<file path="config.mk">
export PLATFORM = sky130hd
export DESIGN_NAME = periph_sec_gate
export DESIGN_NICKNAME = d
export VERILOG_FILES = /design/src/rtl/psg_pkg.sv /design/src/rtl/psg_rst_sync.sv /design/src/rtl/psg_rule_check.sv /design/src/rtl/psg_route.sv /design/src/rtl/psg_violation.sv /design/src/rtl/periph_sec_gate.sv
export SDC_FILE = /design/constraint.sdc
export NUM_CORES = 1
export LEC_CHECK = 0
export ABC_CLOCK_PERIOD_IN_PS = 6950
export CORE_AREA = 4 4 290 292
export DETAILED_ROUTE_END_ITERATION = 8
export DIE_AREA = 0 0 294 296
export HOLD_SLACK_MARGIN = 0.1
export PLACE_DENSITY = 0.33
export SYNTH_ARGS = -nofsm -noshare
export SYNTH_HDL_FRONTEND = slang
export SYNTH_SLANG_ARGS = --single-unit
</file>
<file path="constraint.sdc">
create_clock -name clk -period 6.95 [get_ports clk]
set_input_delay 0.695 -clock clk [delete_from_list [all_inputs] [get_ports clk]]
set_output_delay 0.695 -clock clk [all_outputs]
set_load 0.01 [all_outputs]
</file>
<file path="src/rtl/psg_pkg.sv">
package psg_pkg;
  typedef struct packed {
    logic sec_fail;
    logic priv_fail;
  } psg_verdict_t;
endpackage

</file>
<file path="src/rtl/psg_rst_sync.sv">
module psg_rst_sync (
  input  logic clk,
  input  logic rst_n,
  output logic rst_n_sync
);
  logic [1:0] sync_q;

  always_ff @(posedge clk or negedge rst_n) begin
    if (!rst_n) sync_q <= 2'b00;
    else        sync_q <= {sync_q[0], 1'b1};
  end

  assign rst_n_sync = sync_q[1];
endmodule

</file>
<file path="src/rtl/psg_rule_check.sv">
module psg_rule_check #(
  parameter int          NPORT       = 16,
  parameter logic [NPORT-1:0] EXEMPT_MASK = '0
) (
  input  logic [$clog2(NPORT)-1:0] port_idx,
  input  logic                     req_secure,
  input  logic                     req_user,
  input  logic [NPORT-1:0]         cfg_nonsec,
  input  logic [NPORT-1:0]         cfg_upriv_ok,
  output psg_pkg::psg_verdict_t    verdict
);
  logic [NPORT-1:0] sec_fail_vec;
  logic [NPORT-1:0] priv_fail_vec;

  for (genvar k = 0; k < NPORT; k++) begin : g_port
    if (EXEMPT_MASK[k]) begin : g_exempt
      assign sec_fail_vec[k] = 1'b0;
    end else begin : g_checked
      assign sec_fail_vec[k] = (req_secure == cfg_nonsec[k]);
    end
    assign priv_fail_vec[k] = req_user & ~cfg_upriv_ok[k];
  end

  always_comb begin
    if (32'(port_idx) < NPORT) begin
      verdict.sec_fail  = sec_fail_vec[port_idx];
      verdict.priv_fail = priv_fail_vec[port_idx];
    end else begin
      verdict.sec_fail  = 1'b1;
      verdict.priv_fail = 1'b0;
    end
  end
endmodule

</file>
<file path="src/rtl/psg_route.sv">
module psg_route #(
  parameter int NPORT  = 16,
  parameter int ADDR_W = 12,
  parameter int DATA_W = 32
) (
  input  logic                     blocked,
  input  logic                     cfg_err_resp,
  input  logic                     up_psel,
  input  logic                     up_penable,
  input  logic                     up_pwrite,
  input  logic [$clog2(NPORT)-1:0] up_port,
  input  logic [ADDR_W-1:0]        up_paddr,
  input  logic [DATA_W-1:0]        up_pwdata,
  input  logic [DATA_W/8-1:0]      up_pstrb,
  input  logic                     up_secure,
  input  logic                     up_user,
  output logic [DATA_W-1:0]        up_prdata,
  output logic                     up_pready,
  output logic                     up_pslverr,
  output logic [NPORT-1:0]         dn_psel,
  output logic                     dn_penable,
  output logic                     dn_pwrite,
  output logic [ADDR_W-1:0]        dn_paddr,
  output logic [DATA_W-1:0]        dn_pwdata,
  output logic [DATA_W/8-1:0]      dn_pstrb,
  output logic                     dn_secure,
  output logic                     dn_user,
  input  logic [NPORT*DATA_W-1:0]  dn_prdata,
  input  logic [NPORT-1:0]         dn_pready,
  input  logic [NPORT-1:0]         dn_pslverr
);
  logic pass;
  assign pass = up_psel & ~blocked;

  for (genvar k = 0; k < NPORT; k++) begin : g_sel
    assign dn_psel[k] = pass & (32'(up_port) == k);
  end

  assign dn_penable = pass & up_penable;
  assign dn_pwrite  = up_pwrite;
  assign dn_paddr   = up_paddr;
  assign dn_pwdata  = up_pwdata;
  assign dn_pstrb   = up_pstrb;
  assign dn_secure  = up_secure;
  assign dn_user    = up_user;

  always_comb begin
    up_prdata  = '0;
    up_pready  = 1'b0;
    up_pslverr = 1'b0;
    if (blocked) begin
      up_pready  = 1'b1;
      up_pslverr = cfg_err_resp;
    end else if (32'(up_port) < NPORT) begin
      up_prdata  = dn_prdata[up_port*DATA_W +: DATA_W];
      up_pready  = dn_pready[up_port];
      up_pslverr = dn_pslverr[up_port];
    end
  end
endmodule

</file>
<file path="src/rtl/psg_violation.sv">
module psg_violation (
  input  logic clk,
  input  logic rst_n,
  input  logic viol_evt,
  input  logic irq_clr,
  input  logic irq_en,
  output logic irq
);
  logic flag_q, flag_d, flag_en;

  always_comb begin
    flag_en = irq_clr | viol_evt;
    flag_d  = irq_clr ? 1'b0 : 1'b1;
  end

  always_ff @(posedge clk or negedge rst_n) begin
    if (!rst_n)       flag_q <= 1'b0;
    else if (flag_en) flag_q <= flag_d;
  end

  assign irq = flag_q & irq_en;
endmodule

</file>
<file path="src/rtl/periph_sec_gate.sv">
module periph_sec_gate #(
  parameter int               NPORT       = 16,
  parameter int               ADDR_W      = 12,
  parameter int               DATA_W      = 32,
  parameter logic [NPORT-1:0] EXEMPT_MASK = '0
) (
  input  logic                     clk,
  input  logic                     rst_n,
  input  logic [NPORT-1:0]         cfg_nonsec,
  input  logic [NPORT-1:0]         cfg_upriv_ok,
  input  logic                     cfg_err_resp,
  input  logic                     irq_en,
  input  logic                     irq_clr,
  output logic                     irq,
  input  logic                     up_psel,
  input  logic                     up_penable,
  input  logic                     up_pwrite,
  input  logic [$clog2(NPORT)-1:0] up_port,
  input  logic [ADDR_W-1:0]        up_paddr,
  input  logic [DATA_W-1:0]        up_pwdata,
  input  logic [DATA_W/8-1:0]      up_pstrb,
  input  logic                     up_secure,
  input  logic                     up_user,
  output logic [DATA_W-1:0]        up_prdata,
  output logic                     up_pready,
  output logic                     up_pslverr,
  output logic [NPORT-1:0]         dn_psel,
  output logic                     dn_penable,
  output logic                     dn_pwrite,
  output logic [ADDR_W-1:0]        dn_paddr,
  output logic [DATA_W-1:0]        dn_pwdata,
  output logic [DATA_W/8-1:0]      dn_pstrb,
  output logic                     dn_secure,
  output logic                     dn_user,
  input  logic [NPORT*DATA_W-1:0]  dn_prdata,
  input  logic [NPORT-1:0]         dn_pready,
  input  logic [NPORT-1:0]         dn_pslverr
);
  psg_pkg::psg_verdict_t verdict;
  logic blocked, viol_evt, rst_n_sync;

  psg_rst_sync u_rst (.clk(clk), .rst_n(rst_n), .rst_n_sync(rst_n_sync));

  psg_rule_check #(.NPORT(NPORT), .EXEMPT_MASK(EXEMPT_MASK)) u_rule (
    .port_idx(up_port), .req_secure(up_secure), .req_user(up_user),
    .cfg_nonsec(cfg_nonsec), .cfg_upriv_ok(cfg_upriv_ok), .verdict(verdict)
  );

  assign blocked  = verdict.sec_fail | verdict.priv_fail;
  assign viol_evt = up_psel & up_penable & blocked;

  psg_route #(.NPORT(NPORT), .ADDR_W(ADDR_W), .DATA_W(DATA_W)) u_route (
    .blocked(blocked), .cfg_err_resp(cfg_err_resp),
    .up_psel(up_psel), .up_penable(up_penable), .up_pwrite(up_pwrite),
    .up_port(up_port), .up_paddr(up_paddr), .up_pwdata(up_pwdata),
    .up_pstrb(up_pstrb), .up_secure(up_secure), .up_user(up_user),
    .up_prdata(up_prdata), .up_pready(up_pready), .up_pslverr(up_pslverr),
    .dn_psel(dn_psel), .dn_penable(dn_penable), .dn_pwrite(dn_pwrite),
    .dn_paddr(dn_paddr), .dn_pwdata(dn_pwdata), .dn_pstrb(dn_pstrb),
    .dn_secure(dn_secure), .dn_user(dn_user), .dn_prdata(dn_prdata),
    .dn_pready(dn_pready), .dn_pslverr(dn_pslverr)
  );

  psg_violation u_viol (
    .clk(clk), .rst_n(rst_n_sync), .viol_evt(viol_evt),
    .irq_clr(irq_clr), .irq_en(irq_en), .irq(irq)
  );
endmodule

</file>
==> impl_results.md <==
* Wire per inst at 22.0 um
* Cell at the slowest stage of the critical path: buf_4
* Final weighted congestion in routability-driven placement at 0.762
* Total routed wirelength at 43.9 mm
* Detailed-routing iteration count for the pre-antenna-repair pass at 4
* Core Box Area at 81,600 um2
* Mapped cell area at 5280 um2
* Critical-path cell list: buf_8 -> buf_4 -> mux4_2 -> mux4_2 -> mux2_2 -> clkdlybuf4s50_1
* Die outline area at 87,000 um2
* Synth Instances at 367
* Leakage power at 3.96 nW
* Number of ports placed on the die boundary at 741
* Total CTS buffers at 3
* Area taken by multi-input logic gates at 4570 um2
* Floorplan die height at 296 um
* Via count of the first global-routing pass at 7,398
* Source-to-sink clock delay at the later pin of the worst-skew pair at 220 ps
* Maximum clock rate at 0.218 GHz
* Violation count after the first detailed-routing iteration at 206
* Setup TNS after final layout at 0 ps
* CP arrival at 3900 ps
* Top routing layer in use: met5
* TritonCTS sink count at 3
* Final worst hold slack at 356 ps
* HPWL Detailed at 38.5 mm
* Most common cell after layout, fill and taps aside: clkdlybuf4s50_1
* GRT Total Usage at 9.26%
* Leading cell types in the layout, fill and taps excluded: clkdlybuf4s50_1, mux4_2, nor2b_1
* CP Class: in -> out
* Most common cell on crit path: mux4_2
* IR drop worst, VDD at 61.2 uV
* Max Slew Vio Count at 0
* Starting Density at 6.47%
* Fraction of final layout cells sized beyond drive strength 1 at 21.5%
* Data required time at the worst endpoint at 6250 ps
* Global-route wire length before repair at 57.4 mm
* Number of I/O port buffers at 642
* Maxcap violations at 0
* Gate family responsible for the most delay along the worst path: buffers and inverters
* Synthesis Warnings at 0
* Remaining design rule violation count at 0
* Sort of element at the end of the critical path: output port
* Layout area overhead at 138%
* # Post-CTS Setup Buffers at 0
* CP max FO at 49
* Share of the clock period used by the worst path after layout at 66.1%
* Critical Path Start Type: input port
* Longest Clk Path Bufs at 2
* DR WL met3 at 4.19 mm
* Net count of the mapped netlist at 1,005
* Critical path's largest stage delay at 790 ps
* Distinct cell type count of the synthesized netlist at 27
* Register bit total from synthesis at 3
* Startpoint of the worst register-to-register path: u_viol.flag_q
* Worst Hold Class: reg -> reg
* H-tree lvl count at 1
* Shortest period the worst path allows at 4590 ps
* M1 wire length at 16.0 mm
* Destination of the worst hold path: u_rst.sync_q[1]
* Clock root buffer master: clkbuf_16
* Total via count after detailed routing at 6,306
* Total gr overflow at 0
* Clock slew at the register clock pins of the worst setup and hold paths at 30 ps
* Standard-cell rows at 105
* Clock tree from TritonCTS: built
* Fin Clk Skew at 2.34 ps
* Slew @ Worst Pin at 1010 ps
* Worst reg2reg endpoint: u_viol.flag_q
* Cells on Worst Hold Path at 0
* Sequential cell area fraction in the yosys report at 1.42%
* Cells on worst reg2reg path at 1
* Horiz. Die Dim at 294 um
* Final Hold Fails at 0
* Unrepaired setup endpoints after global routing: false
* Post-Synthesis Mean Instance Area at 14.4 um2
* Sum of buffers and inverters on the critical path at 3
* Final Setup Violations at 0
* Min-delay src: u_rst.sync_q[0]
* Post-detailed-route via-to-cell ratio at 3.16
* Total length of routed met2 wires at 23.1 mm
* FF/Latch Area at 75.1 um2
* Setup slack on the worst flop-to-flop path at 6220 ps
* Outcome: finished, final reports clean
* Remaining number of nets flagged by the antenna check after routing at 0
* Slew HR at 32.9%
* Final-stage net count at 1,559
* Count of cells resized by post-cts repair at 0
* Maximum number of pins on one net before global-route repair at 72
* Antenna violations before repair at 10
* Ratio of total power to cell area at 72.5 nW/um2
* Filler cell count at 9,018
## cell usage after synthesis
cell	number	share of area, %
nand3b_1	3	0.43
mux2_2	1	0.21
buf_2	17	1.6
nor4_2	7	1.7
buf_1	10	0.71
nor3_1	8	0.76
nor2_1	4	0.28
nand2_1	6	0.43
buf_4	58	8.3
o211a_1	1	0.19
and3b_1	1	0.17
xor2_1	1	0.17
and2_1	1	0.12
a211o_1	1	0.17
or2_1	1	0.12
nand2b_1	4	0.47
a31oi_1	1	0.12
a22o_1	1	0.17
inv_1	3	0.21
mux4_2	176	75
nand3_1	1	0.095
mux2i_1	10	1.9
conb_1	1	0.071
nor2b_1	32	3.8
buf_6	2	0.43
dfrtp_1	3	1.4
clkbuf_1	13	0.92
## timing repair
item                       4_1_cts  5_1_grt
setup endpoints to repair        0        0
hold endpoints to repair         1        0
hold buffers                     1        0
## worst max-delay path by stage
stage,startpoint,to,cells after the start
CTS,up_port[0],up_prdata[9],6
floorplan,up_port[0],up_pslverr,6
global route,up_port[0],up_pslverr,6
finish,up_port[0],up_pslverr,6
detailed placement,up_port[0],up_prdata[9],6
global placement,up_port[0],up_prdata[9],6
## cell families (layout without fill, tap and decap cells)
logic type,count (synthesis),in the layout,synth area share (%)
other cells,1,5,0.0711
buf+inv,103,656,12.1
simple gates,68,68,8.32
flops,3,3,1.42
compound gates,4,4,0.640
xor+xnor,1,1,0.166
mux,187,187,77.2
## flip-flops by register name, indices dropped and copies added (netlist names)
register	flops
u_rst.sync_q	2
u_viol.flag_q	1
## where the power goes
group	leakage (nW)	internal (mW)	switching [mW]
logic	3.89	0.540	0.263
clock network	0.0382	0.0756	0.0144
registers	0.0367	0.0187	0.000460
## per-stage QoR
stage                     instances  worst slack (ps)  instance area [um2]  utilization, %  power [mW]
after floorplan                 367              3620                 5280               -       0.357
after global placement         1985              2230                12500            15.3       0.843
after detailed placement       1985              2200                12500            15.3       0.845
after CTS                      1990              2200                12600            15.4       0.940
after global routing           1994              2030                12600            15.4       0.971
final                          1994              2360                12600            15.4       0.912
## metal layers
metal	up-vias	track usage [%]
met5	-	0
met4	6	1.53
met3	42	3.15
met2	412	17.4
met1	3161	10.2
li1	2685	-
## cell type report
cell class / instances / area share [%]
multi-input combinational: 261 / 36.3
inverter: 3 / 0.0895
tap: 1070 / 10.6
antenna: 4 / 0.0796
sequential: 3 / 0.597
timing repair buffer: 649 / 51.6
clock buffer: 4 / 0.627
(Power assumes the default switching activity.)
